<file path="config.mk">
export PLATFORM = sky130hd
export DESIGN_NAME = cec_rx_ack
export DESIGN_NICKNAME = d
export VERILOG_FILES = /design/src/rtl/cec_rx_pkg.sv /design/src/rtl/cec_line_sync.sv /design/src/rtl/cec_us_timer.sv /design/src/rtl/cec_rx_buf.sv /design/src/rtl/cec_rx_ack.sv
export SDC_FILE = /design/constraint.sdc
export NUM_CORES = 1
export LEC_CHECK = 0
export ABC_AREA = 1
export CAP_MARGIN = 5
export CORE_UTILIZATION = 52
export CTS_CLUSTER_SIZE = 10
export DETAILED_ROUTE_END_ITERATION = 8
export PLACE_DENSITY = 0.77
export SLEW_MARGIN = 10
export SYNTH_ARGS = -nofsm -noshare
export SYNTH_HDL_FRONTEND = slang
export SYNTH_HIERARCHICAL = 1
export SYNTH_SLANG_ARGS = --single-unit
</file>
<file path="constraint.sdc">
create_clock -name clk_i -period 2.2 [get_ports clk_i]
set_input_delay 0.44 -clock clk_i [delete_from_list [all_inputs] [get_ports clk_i]]
set_output_delay 0.44 -clock clk_i [all_outputs]
set_load 0.05 [all_outputs]
</file>
<file path="src/rtl/cec_rx_pkg.sv">
package cec_rx_pkg;
  typedef enum logic [2:0] {
    ST_IDLE,
    ST_SLOW,   // start bit, low phase
    ST_SHIGH,  // start bit, high phase
    ST_BIT,    // data, eom or ack slot in progress
    ST_ACK,    // driving acknowledge
    ST_ERR,    // driving error low
    ST_DONE    // message delivered, waiting for end of bit
  } rx_state_e;
endpackage

</file>
<file path="src/rtl/cec_line_sync.sv">
module cec_line_sync (
  input  logic clk_i,
  input  logic rst_ni,
  input  logic line_i,
  output logic level_o,
  output logic fall_o
);
  logic [2:0] sh_q;

  always_ff @(posedge clk_i or negedge rst_ni) begin
    if (!rst_ni) sh_q <= 3'b111;
    else         sh_q <= {sh_q[1:0], line_i};
  end

  assign level_o = sh_q[1];
  assign fall_o  = sh_q[2] & ~sh_q[1];
endmodule

</file>
<file path="src/rtl/cec_us_timer.sv">
module cec_us_timer #(
  parameter int unsigned W = 13
) (
  input  logic         clk_i,
  input  logic         rst_ni,
  input  logic         tick_i,
  input  logic         clr_i,
  output logic [W-1:0] cnt_o
);
  always_ff @(posedge clk_i or negedge rst_ni) begin
    if (!rst_ni)                    cnt_o <= '0;
    else if (clr_i)                 cnt_o <= '0;
    else if (tick_i && ~&cnt_o)     cnt_o <= cnt_o + 1'b1;
  end
endmodule

</file>
<file path="src/rtl/cec_rx_buf.sv">
module cec_rx_buf #(
  parameter int unsigned MAX_BYTES = 16,
  localparam int unsigned IDX_W = $clog2(MAX_BYTES),
  localparam int unsigned LEN_W = $clog2(MAX_BYTES + 1)
) (
  input  logic                   clk_i,
  input  logic                   rst_ni,
  input  logic                   clr_i,
  input  logic                   wr_i,
  input  logic [IDX_W-1:0]       wr_byte_i,
  input  logic [2:0]             wr_bit_i,
  input  logic                   wr_val_i,
  input  logic                   deliver_i,
  input  logic [LEN_W-1:0]       len_i,
  output logic [3:0]             dest_o,
  output logic [MAX_BYTES*8-1:0] msg_o,
  output logic [LEN_W-1:0]       len_o,
  output logic                   valid_o
);
  logic [MAX_BYTES*8-1:0] work_q;

  always_ff @(posedge clk_i or negedge rst_ni) begin
    if (!rst_ni)      work_q <= '0;
    else if (clr_i)   work_q <= '0;
    else if (wr_i)    work_q[{wr_byte_i, wr_bit_i}] <= wr_val_i;
  end

  always_ff @(posedge clk_i or negedge rst_ni) begin
    if (!rst_ni) begin
      msg_o   <= '0;
      len_o   <= '0;
      valid_o <= 1'b0;
    end else begin
      valid_o <= deliver_i;
      if (deliver_i) begin
        msg_o <= work_q;
        len_o <= len_i;
      end
    end
  end

  assign dest_o = work_q[3:0];

  AST_HOLD_MSG: assert property (@(posedge clk_i) disable iff (!rst_ni)
    !deliver_i |=> $stable(msg_o) && $stable(len_o));
  AST_LEN_BOUND: assert property (@(posedge clk_i) disable iff (!rst_ni)
    valid_o |-> (len_o != '0) && (len_o <= LEN_W'(MAX_BYTES)));
  AST_VALID_PULSE: assert property (@(posedge clk_i) disable iff (!rst_ni)
    valid_o |=> !valid_o);
endmodule

</file>
<file path="src/rtl/cec_rx_ack.sv">
module cec_rx_ack
  import cec_rx_pkg::*;
#(
  parameter int unsigned MAX_BYTES          = 16,
  parameter int unsigned START_LOW_MIN_US   = 3500,
  parameter int unsigned START_TOTAL_MAX_US = 4700,
  parameter int unsigned SAMPLE_US          = 850,
  parameter int unsigned BIT_MIN_US         = 2050,
  parameter int unsigned BIT_MAX_US         = 2750,
  parameter int unsigned ACK_LOW_US         = 1500,
  parameter int unsigned ACK_END_US         = 1750,
  parameter int unsigned ERR_LOW_US         = 3600
) (
  input  logic                           clk_i,
  input  logic                           rst_ni,
  input  logic                           tick_us_i,
  input  logic                           line_i,
  input  logic [15:0]                    addr_mask_i,
  output logic                           pull_low_o,
  output logic [MAX_BYTES*8-1:0]         msg_o,
  output logic [$clog2(MAX_BYTES+1)-1:0] msg_len_o,
  output logic                           msg_valid_o
);
  localparam int unsigned IDX_W = $clog2(MAX_BYTES);
  localparam int unsigned LEN_W = $clog2(MAX_BYTES + 1);
  localparam int unsigned CNT_W = $clog2(ERR_LOW_US + START_TOTAL_MAX_US + BIT_MAX_US + 1);
  localparam logic [CNT_W-1:0] L_SLOW   = CNT_W'(START_LOW_MIN_US);
  localparam logic [CNT_W-1:0] L_STOT   = CNT_W'(START_TOTAL_MAX_US);
  localparam logic [CNT_W-1:0] L_SAMPLE = CNT_W'(SAMPLE_US);
  localparam logic [CNT_W-1:0] L_BMIN   = CNT_W'(BIT_MIN_US);
  localparam logic [CNT_W-1:0] L_BMAX   = CNT_W'(BIT_MAX_US);
  localparam logic [CNT_W-1:0] L_ACK    = CNT_W'(ACK_LOW_US);
  localparam logic [CNT_W-1:0] L_AEND   = CNT_W'(ACK_END_US);
  localparam logic [CNT_W-1:0] L_ERR    = CNT_W'(ERR_LOW_US);
  localparam logic [LEN_W-1:0] L_MAXB   = LEN_W'(MAX_BYTES);

  rx_state_e        state_q, state_d;
  logic             line_lvl, line_fall;
  logic [CNT_W-1:0] cnt;
  logic             cnt_clr, frame_go, bit_go, smp_en, deliver, pull_d, pull_q;
  logic [3:0]       slot_q;
  logic [LEN_W-1:0] byte_q;
  logic             eom_q, sampled_q;
  logic [3:0]       dest;
  logic             ack_hit, wr_en;
  logic [LEN_W-1:0] len_now;

  cec_line_sync i_sync (
    .clk_i  (clk_i),
    .rst_ni (rst_ni),
    .line_i (line_i),
    .level_o(line_lvl),
    .fall_o (line_fall)
  );

  cec_us_timer #(.W(CNT_W)) i_timer (
    .clk_i (clk_i),
    .rst_ni(rst_ni),
    .tick_i(tick_us_i),
    .clr_i (cnt_clr),
    .cnt_o (cnt)
  );

  assign ack_hit = (dest != 4'hF) && addr_mask_i[dest];
  assign len_now = (byte_q == L_MAXB) ? L_MAXB : byte_q + 1'b1;
  assign wr_en   = smp_en && (slot_q < 4'd8) && (byte_q < L_MAXB);

  cec_rx_buf #(.MAX_BYTES(MAX_BYTES)) i_buf (
    .clk_i    (clk_i),
    .rst_ni   (rst_ni),
    .clr_i    (state_q == ST_IDLE && line_fall),
    .wr_i     (wr_en),
    .wr_byte_i(byte_q[IDX_W-1:0]),
    .wr_bit_i (~slot_q[2:0]),
    .wr_val_i (line_lvl),
    .deliver_i(deliver),
    .len_i    (len_now),
    .dest_o   (dest),
    .msg_o    (msg_o),
    .len_o    (msg_len_o),
    .valid_o  (msg_valid_o)
  );

  always_comb begin
    state_d  = state_q;
    cnt_clr  = 1'b0;
    frame_go = 1'b0;
    bit_go   = 1'b0;
    smp_en   = 1'b0;
    deliver  = 1'b0;
    unique case (state_q)
      ST_IDLE: if (line_fall) begin
        state_d = ST_SLOW;
        cnt_clr = 1'b1;
      end
      ST_SLOW: if (line_lvl) state_d = (cnt < L_SLOW) ? ST_IDLE : ST_SHIGH;
      ST_SHIGH: begin
        if (line_fall) begin
          state_d  = ST_BIT;
          cnt_clr  = 1'b1;
          frame_go = 1'b1;
        end else if (cnt > L_STOT) begin
          state_d = ST_IDLE;
        end
      end
      ST_BIT: begin
        if (line_fall) begin
          cnt_clr = 1'b1;
          if (cnt < L_BMIN) begin
            state_d = ST_ERR;
          end else begin
            bit_go = 1'b1;
            if (slot_q == 4'd8 && ack_hit) state_d = ST_ACK;
          end
        end else if (!sampled_q && cnt >= L_SAMPLE) begin
          smp_en = 1'b1;
        end else if (slot_q == 4'd9 && eom_q && cnt >= L_AEND) begin
          deliver = 1'b1;
          state_d = ST_DONE;
        end else if (line_lvl && cnt > L_BMAX) begin
          state_d = ST_IDLE;
        end
      end
      ST_ACK:  if (cnt >= L_ACK)  state_d = ST_BIT;
      ST_ERR:  if (cnt >= L_ERR)  state_d = ST_IDLE;
      ST_DONE: if (cnt >= L_BMIN) state_d = ST_IDLE;
      default: state_d = ST_IDLE;
    endcase
  end

  assign pull_d     = (state_d == ST_ACK) || (state_d == ST_ERR);
  assign pull_low_o = pull_q;

  always_ff @(posedge clk_i or negedge rst_ni) begin
    if (!rst_ni) begin
      state_q   <= ST_IDLE;
      pull_q    <= 1'b0;
      slot_q    <= '0;
      byte_q    <= '0;
      eom_q     <= 1'b0;
      sampled_q <= 1'b0;
    end else begin
      state_q <= state_d;
      pull_q  <= pull_d;
      if (frame_go) begin
        slot_q    <= '0;
        byte_q    <= '0;
        eom_q     <= 1'b0;
        sampled_q <= 1'b0;
      end else if (bit_go) begin
        sampled_q <= 1'b0;
        if (slot_q == 4'd9) begin
          slot_q <= '0;
          if (byte_q != L_MAXB) byte_q <= byte_q + 1'b1;
        end else begin
          slot_q <= slot_q + 1'b1;
        end
      end else if (smp_en) begin
        sampled_q <= 1'b1;
        if (slot_q == 4'd8) eom_q <= line_lvl;
      end
    end
  end

  AST_ERR_HOLD: assert property (@(posedge clk_i) disable iff (!rst_ni)
    (state_q == ST_ERR && cnt < L_ERR) |=> pull_low_o);
  AST_ACK_DIRECTED: assert property (@(posedge clk_i) disable iff (!rst_ni)
    ($rose(pull_low_o) && state_q == ST_ACK) |-> (dest != 4'hF) && addr_mask_i[dest]);
  AST_VALID_EOM: assert property (@(posedge clk_i) disable iff (!rst_ni)
    msg_valid_o |-> eom_q && state_q == ST_DONE);
  AST_SHORT_START: assert property (@(posedge clk_i) disable iff (!rst_ni)
    (state_q == ST_SLOW && line_lvl && cnt < L_SLOW) |=> state_q == ST_IDLE);
endmodule

</file>
==> run_results.csv, run 1 <==
group,metric,value,unit
grt,grt_pass1_vias,11600,
timing,fin_crit_sh,102,%
grt,grt_first_pass_wirelength,58900,um
power,switchingPower,2.55,mW
yosys,synth_cell_type_count,43,
die,fp-row-count,60,
timing,tightestPinTransition,579,ps
timing,finalSetupViolCount,22,
die,start_util,53.3,%
outcome,status,"finished with violations",
yosys,synthTopCellsByArea,"dfrtp_1 50%, nand2_1 9.5%, nor2_1 8.6%",
worst_setup_path,rr_worst_depth,14,
worst_hold_path,hold_depth,1,
worst_setup_path,crit_type,"flop to flop",
clocking,clk_latency,510,ps
die,fp.dieW,169,um
layout,layout_commonest_cell,"nand2_1",
timing,hold_viol,0,
clocking,cts_buffer_depth,3,
power,leakage,9.39,nW
layout,fin_util,67.5,%
timing,clock_skew,9.37,ps
grt,antenna_found_initial,0,
yosys,synth.yosys.seq_area_share,51.0,%
power,p_seq_share,49.0,%
place,io_buffers,153,
place,gp_congestion,0.878,
timing,setup_ws,-50.8,ps
worst_setup_path,critPathMaxFanout,7,
layout,layout_common_cells,"350 x nand2_1, 324 x nor2_1, 290 x dfrtp_1",
clocking,clkTransAtPathRegs,60,ps
layout,area_growth,26.5,%
yosys,synth_area_per_cell,8.16,um^2
grt,grt_max_degree,76,
worst_setup_path,required,2600,ps
power,power,11.2,mW
power,clockPowerShare,45.1,%
worst_hold_path,worstHoldPathType,"primary input to flop",
detailed_routing,drt_wl_total,37800,um
die,io_pins,155,
detailed_routing,wire_per_inst,16.1,um
outcome,violations,"setup timing",
yosys,netlist_instances,1771,
place,place_ws,-127,ps
power,p_per_area,613,nW/um^2
detailed_routing,dr_total_vias,12400,
die,die_h,169,um
die,core,27100,um^2
layout,drive_gt1_share,16.4,%
worst_setup_path,cp.arrival,2650,ps
timing,drv_slew,0,
clocking,cts_buffers,35,
place,dp_hpwl,24000,um
detailed_routing,drc,0,
detailed_routing,drtIter0Drc,818,
yosys,synth_top_cell_by_area,"dfrtp_1",
clocking,clkSinkCount,294,
clocking,cts_tree,"done",
grt,grt_remaining_overflow,0,
job,cap_violations,0,
power,switching_share,22.7,%
layout,nets,1993,
yosys,yosys_warnings,6,
timing,fin_crit,2250,ps
yosys,yosysTopAreaCellShare,50.4,%
yosys,netlist_area,14400,um^2
yosys,synth_edf_count,0,
power,ir_drop,0.561,mV
detailed_routing,dr.pass1.iters,5,
worst_setup_path,critPathLaunchType,"flop",
die,die_area,28500,um^2
yosys,ys_ff_latch,294,
grt,grt_usage,26.0,%
detailed_routing,ant_nets,0,
clocking,clockRootBuffer,"clkbuf_16",
worst_setup_path,endpoint_kind,"flop",
yosys,syn_nets,1794,
detailed_routing,via_per_inst,5.26,
timing,max_freq,444,MHz
yosys,synthFlopType,"dfrtp_1",
timing,rsz0062_at_grt,"yes",
power,p_int,8.66,mW
timing,slew_headroom,61.3,%
power,comb_power_share,5.9,%
clocking,cts-htree-levels,2,
yosys,synth-async-reset-ratio,100,%
==> repair_timing <==
item,4_1_cts,5_1_grt
endpoints found under the setup margin,80,225
resized for setup,26,59
cloned,3,5
pin swaps,8,34
hold endpoints to repair,45,0
setup buffers,10,9
hold buffers,1,0
==> critical path, cell delays in order, from the launching register on <==
cell and delay, ps:
dfrtp_1 350, inv_1 80, nor3_4 220, inv_2 80
nor2_4 100, nand3_2 110, nor3_2 170, buf_6 170
clkinvlp_4 190, nor2_4 190, buf_12 130, buf_8 110
nand3_1 90, nand2_1 90, inv_1 40
==> cells in the mapped netlist (2+ instances only) <==
cell type    n
nand2_1    365
nor2_1     332
dfrtp_1    291
inv_1      209
nand3_1    128
mux2_2      80
a21oi_1     70
nor3_1      61
buf_2       51
o21ai_0     35
buf_4       16
inv_2       14
nor2_2      12
clkbuf_1    11
nand2_2     11
nand4_1     11
o21ai_1     11
nor2_4      10
buf_1        4
buf_6        4
o21ai_2      4
xor2_1       4
clkinv_1     3
dfstp_2      3
ha_1         3
nand2_8      3
nand3_2      3
or2_2        3
xnor2_1      3
nand3b_1     2
nor3_2       2
==> per-stage QoR <==
stage | setup TNS, ps | cell area, um^2 | hold WS, ps | std cells
3_5_place_dp | -2330 | 16700 | 364 | 2277
4_1_cts | 0 | 17900 | 323 | 2335
5_1_grt | -4800 | 18300 | 336 | 2349
2_1_floorplan | 0 | 14400 | 144 | 1771
3_3_place_gp | -505 | 16700 | 362 | 2277
6_report | -484 | 18300 | 336 | 2350
==> path summary, 6_finish.rpt <==
path	start	slack, ps	endpoint
max in group asynchronous	rst_ni	980	i_buf/msg_o[51]
worst max-delay path	state_q[1]	-50	i_buf/work_q[84]
worst max register to register	state_q[1]	-50	i_buf/work_q[84]
worst min-delay path	line_i	340	i_sync/sh_q[0]
worst min register to register	i_sync/sh_q[0]	370	i_sync/sh_q[1]
min in group asynchronous	rst_ni	440	i_buf/msg_o[16]
==> area by class of cell <==
class,instances,area [um^2]
repair buffers,248,2700
multi-input cells,1162,5910
diodes,1,2.50
fillers,2064,8820
inverters,229,888
clock inverters,2,25.0
well taps,372,465
flip-flops and latches,294,7360
clock buffers,42,933
==> routing by layer <==
layer | vias to the layer above | global-route usage [%] | wire (um)
met5 | - | 0 | 0
met4 | 0 | 10.5 | 1390
met3 | 97 | 4.28 | 2420
met2 | 465 | 43.0 | 18400
met1 | 5903 | 34.2 | 15600
li1 | 5901 | - | -
==> power by group through the flow <==
stage                     Sequential [mW]  Combinational (mW)  Clock, mW
final                                5.49               0.664       5.06
after global routing                 5.49               0.750       5.36
after CTS                            5.49               0.639       5.15
after detailed placement             5.58               0.628          0
after global placement               5.58               0.616          0
after floorplan                      5.62               0.257          0
==> sequential cells by signal, indices dropped and copies added (netlist names) <==
signal         count
byte_q             5
eom_q              1
i_buf/len_o        5
i_buf/msg_o      128
i_buf/valid_o      1
i_buf/work_q     128
i_sync/sh_q        3
i_timer/cnt_o     14
pull_low_o         1
sampled_q          1
slot_q             4
state_q            3
==> cells by family after synthesis <==
kind of cell	Yosys count	share of synthesized area, %
fa+ha+maj	3	0.260
simple gates	947	28.3
compound gates	125	4.52
mux	80	6.24
xor+xnor	7	0.424
buf+inv	315	9.33
flops	294	51.0
No activity file was read; power rests on OpenSTA's default activity.
==> run 2: changes to the inputs <==
Settings changed: CAP_MARGIN 5 to unset, CORE_UTILIZATION 52 to 60, PLACE_DENSITY 0.77 to 0.84.
Clock period 2.2 ns to 2.65 ns, I/O delays scaled along.
==> run_results.csv, run 2 (synthesis results as in run 1) <==
group,metric,value,unit
worst_setup_path,slowest_delay,440,ps
worst_setup_path,critPathBufInv,6,
detailed_routing,via_per_inst,5.44,
power,leakage,8.89,nW
layout,drive_gt1_share,12.6,%
layout,reg.largest.list,"i_buf/msg_o x128, i_buf/work_q x128, i_timer/cnt_o x14",
detailed_routing,drtIter0Drc,988,
worst_setup_path,slowest_stage,"dfrtp_1",
die,fp-row-count,56,
layout,area_growth,20.1,%
timing,slew_headroom,38.1,%
clocking,cts_buffers,35,
grt,grt_first_pass_wirelength,59300,um
timing,hold_viol,0,
die,io_pins,155,
grt,grt_usage,30.6,%
worst_setup_path,crit_path_end,"i_buf/work_q[78]",
die,fp.dieW,157,um
timing,max_freq,402,MHz
timing,rsz0062_at_grt,"no",
timing,fin_crit,2490,ps
worst_setup_path,path_cells,"inv_2, nor3_4, inv_1, nor2_2, nand3_1, nor3_1, buf_4, inv_1, nor3_2, buf_4, nand3_1, nand2_1, inv_1",
worst_setup_path,cp_num_cells,13,
detailed_routing,drc,0,
worst_setup_path,critPathLaunchType,"flop",
place,dp_hpwl,24300,um
layout,num_antenna_cells,0,
job,cap_violations,0,
grt,grt_pass1_vias,12100,
clocking,cts_buffer_depth,3,
place,place_ws,156,ps
layout,layout_common_cells,"364 x nand2_1, 330 x nor2_1, 289 x dfrtp_1",
detailed_routing,ant_nets,0,
place,gp_congestion,0.882,
worst_setup_path,cp_common_cell,"inv_1",
worst_setup_path,critPathMaxFanout,8,
grt,grt_max_degree,78,
clocking,cts_setup_buffers,0,
timing,drv_slew,0,
worst_setup_path,endpoint_kind,"flop",
clocking,cts-htree-levels,2,
timing,setup_ws,164,ps
worst_setup_path,r2r_end,"i_buf/work_q[78]",
timing,finalSetupViolCount,0,
timing,clock_skew,15.8,ps
layout,nets,1943,
layout,fillerInstances,1684,
detailed_routing,dr_total_vias,12200,
die,die_h,157,um
detailed_routing,drt_wl_total,36300,um
die,die_area,24700,um^2
timing,tns,0,ps
die,core,23500,um^2
power,power,9.22,mW
worst_setup_path,required,3050,ps
detailed_routing,dr.pass1.iters,5,
timing,fin_crit_sh,93.8,%
layout,layout_commonest_cell,"nand2_1",
detailed_routing,wire_per_inst,16.2,um
worst_setup_path,reg2reg_from,"state_q[0]",
timing,holdWs,356,ps
power,ir_drop,0.479,mV
worst_setup_path,crit_type,"flop to flop",
worst_hold_path,worstHoldPathType,"flop to flop",
grt,grt_remaining_overflow,0,
clocking,clkTransAtPathRegs,50,ps
worst_setup_path,rr_worst_depth,13,
worst_setup_path,cp.arrival,2880,ps
clocking,clockRootBuffer,"clkbuf_16",
worst_setup_path,critical-path-top-delay-family,"simple AND/OR/NAND/NOR gates",
clocking,clkSinkCount,294,
outcome,status,"completed",
clocking,clk_latency,510,ps
worst_setup_path,ff2ff_setup_slack,160,ps
die,start_util,61.4,%
worst_setup_path,startpoint,"state_q[0]",
timing,tightestPinTransition,927,ps
grt,antenna_found_initial,0,
place,io_buffers,153,
power,p_per_area,531,nW/um^2
clocking,cts_tree,"done",
## run 2: through the flow
step	util, %	cell area (um^2)	cells
2_1_floorplan	-	14400	1771
3_3_place_gp	69.5	16400	2201
3_5_place_dp	69.5	16400	2201
4_1_cts	73.7	17300	2246
5_1_grt	73.7	17300	2246
6_report	73.7	17300	2246
## run 2: how the worst min path moves through the flow
stage,startpoint,to,slack (ps),cells past startpoint
CTS,i_sync/sh_q[0],i_sync/sh_q[1],360,0
detailed placement,i_sync/sh_q[0],i_sync/sh_q[1],350,0
finish,i_sync/sh_q[0],i_sync/sh_q[1],360,0
global route,i_sync/sh_q[0],i_sync/sh_q[1],360,0
global placement,i_sync/sh_q[0],i_sync/sh_q[1],350,0
floorplan,rst_ni,byte_q[0],230,0
## run 2: area by class of cell
cell class | instances | area [um^2] | share of cell area [%]
sequential | 294 | 7360 | 42.4
multi-input combinational | 1162 | 5750 | 33.2
timing repair buffer | 198 | 1990 | 11.5
clock buffer | 42 | 943 | 5.44
inverter | 229 | 876 | 5.05
tap | 319 | 399 | 2.30
clock inverter | 2 | 25.0 | 0.144
## run 2: metal layers
| metal | GRT usage (%) | share of wire [%] |
|---|---|---|
| met3 | 4.46 | 7.0 |
| met4 | 13.3 | 3.9 |
| met2 | 51.8 | 49 |
| met5 | 0 | 0 |
| met1 | 39.2 | 40 |
## run 2: report_power, final
part	switching, mW	total, mW	internal [mW]
logic	0.300	0.439	0.139
registers	0.0494	4.58	4.53
clock network	1.72	4.20	2.48
## run 2: timing repair
| item | 4_1_cts | 5_1_grt |
|---|---|---|
| hold buffers | 1 | 0 |
| endpoints found under the hold margin | 46 | 0 |
| setup endpoints to repair | 0 | 42 |
| gates resized for setup | 0 | 3 |
==> run 3: changes to the inputs <==
Settings changed: CELL_PAD_IN_SITES_DETAIL_PLACEMENT set to 1, CELL_PAD_IN_SITES_GLOBAL_PLACEMENT set to 2, CORE_UTILIZATION 60 to 37, GPL_ROUTABILITY_DRIVEN set to 0, PLACE_DENSITY 0.84 to unset, PLACE_DENSITY_LB_ADDON set to 0.1.
==> run_results.csv, run 3 (synthesis results as in run 1) <==
group,metric,value,unit
detailed_routing,dr.pass1.iters,5,
worst_setup_path,cp.arrival,2920,ps
power,p_per_area,551,nW/um^2
place,post-place-cells,2402,
timing,drv_slew,0,
clocking,cts_buffers,37,
detailed_routing,ant_nets,0,
grt,grt_remaining_overflow,0,
job,cap_violations,0,
die,io_pins,155,
place,dp_hpwl,27900,um
clocking,clockRootBuffer,"clkbuf_16",
clocking,cts-htree-levels,2,
timing,max_freq,406,MHz
grt,grt_first_pass_wirelength,67900,um
layout,fin_util,46.2,%
worst_setup_path,critPathMaxFanout,8,
detailed_routing,drtIter0Drc,537,
layout,layout_commonest_cell,"nand2_1",
timing,tightestPinTransition,1030,ps
layout,nets,1947,
clocking,clkTransAtPathRegs,60,ps
layout,num_antenna_cells,0,
clocking,clkSinkCount,294,
detailed_routing,via_per_inst,4.86,
detailed_routing,drt_wl_total,41600,um
layout,area_growth,23.2,%
die,fp.dieW,200,um
worst_setup_path,crit_type,"flop to flop",
clocking,clk_latency,550,ps
die,die_h,200,um
timing,hold_viol,0,
clocking,cts_setup_buffers,0,
timing,fin_crit,2460,ps
timing,setup_ws,186,ps
timing,rsz0062_at_grt,"yes",
worst_setup_path,endpoint_kind,"flop",
die,start_util,37.5,%
detailed_routing,dr_total_vias,11900,
worst_setup_path,required,3100,ps
grt,grt_usage,21.9,%
worst_hold_path,hold_depth,0,
timing,clock_skew,16.1,ps
place,io_buffers,153,
layout,instances_no_fill,2459,
outcome,status,"completed",
clocking,cts_tree,"done",
timing,finalSetupViolCount,0,
die,core,38600,um^2
power,leakage,8.99,nW
layout,fillerInstances,4643,
worst_setup_path,critPathLaunchType,"flop",
place,place_ws,133,ps
layout,drive_gt1_share,13.0,%
layout,layout_common_cells,"364 x nand2_1, 331 x nor2_1, 290 x dfrtp_1",
grt,antenna_found_initial,0,
grt,grt_max_degree,85,
clocking,cts_buffer_depth,3,
die,fp-row-count,72,
detailed_routing,wire_per_inst,16.9,um
timing,fin_crit_sh,93.0,%
layout,reg.largest.list,"i_buf/msg_o x128, i_buf/work_q x128, i_timer/cnt_o x14",
timing,slew_headroom,31.0,%
detailed_routing,drc,0,
timing,holdWs,355,ps
grt,grt_pass1_vias,12300,
power,ir_drop,0.408,mV
worst_hold_path,worstHoldPathType,"flop to flop",
worst_setup_path,rr_worst_depth,13,
die,die_area,39800,um^2
## run 3: worst paths after layout
kind,from,end,slack [ps]
worst min register to register,i_sync/sh_q[0],i_sync/sh_q[1],350
worst max register to register,state_q[0],i_buf/work_q[54],190
min in group asynchronous,rst_ni,i_buf/msg_o[13],500
worst min-delay path,i_sync/sh_q[0],i_sync/sh_q[1],350
worst max-delay path,state_q[0],i_buf/work_q[54],190
max in group asynchronous,rst_ni,i_timer/cnt_o[5],1290
## run 3: area by class of cell
type                       count  area (um^2)  area share (%)
clock buffer                  53         1090            6.11
inverter                     229          876            4.92
multi-input combinational   1162         5750            32.3
tap                          518          648            3.64
timing repair buffer         200         2040            11.5
clock inverter                 3         41.3           0.232
sequential                   294         7360            41.3
## run 3: metrics by stage
| step | area (um^2) | power, mW | TNS [ps] |
|---|---|---|---|
| 2_1_floorplan | 14400 | 4.88 | 0 |
| 3_3_place_gp | 16700 | 5.14 | 0 |
| 3_5_place_dp | 16700 | 5.15 | 0 |
| 4_1_cts | 17800 | 10.0 | 0 |
| 5_1_grt | 17800 | 10.2 | -17.3 |
| 6_report | 17800 | 9.82 | 0 |
## run 3: power by group
group          leakage [nW]  switching, mW  internal (mW)  total (mW)
Combinational          4.36          0.334          0.156       0.490
Clock                 0.555           1.93           2.83        4.76
Sequential             4.08         0.0392           4.53        4.57
## run 3: critical path, stage by stage, from the launching register on
cell and delay, ps:
dfrtp_1 440, inv_2 90, nor3_4 190, inv_1 90, nor2_2 140, nand3_1 150
nor3_1 210, buf_4 210, inv_1 140, nor3_2 280, buf_4 220, nand3_1 90
nand2_1 90, inv_1 40
## run 3: metal layers
layer	GRT usage, %	wire, um	share of wire [%]
met5	0	0	0
met4	6.16	932	2.2
met1	30.9	20300	49
met3	3.73	1420	3.4
met2	34.4	19000	46
## run 3: what timing repair did
item / in CTS / in global routing
setup endpoints to repair: 0 / 16
hold buffers: 1 / 0
hold endpoints to repair: 41 / 0
resized for setup: 0 / 1
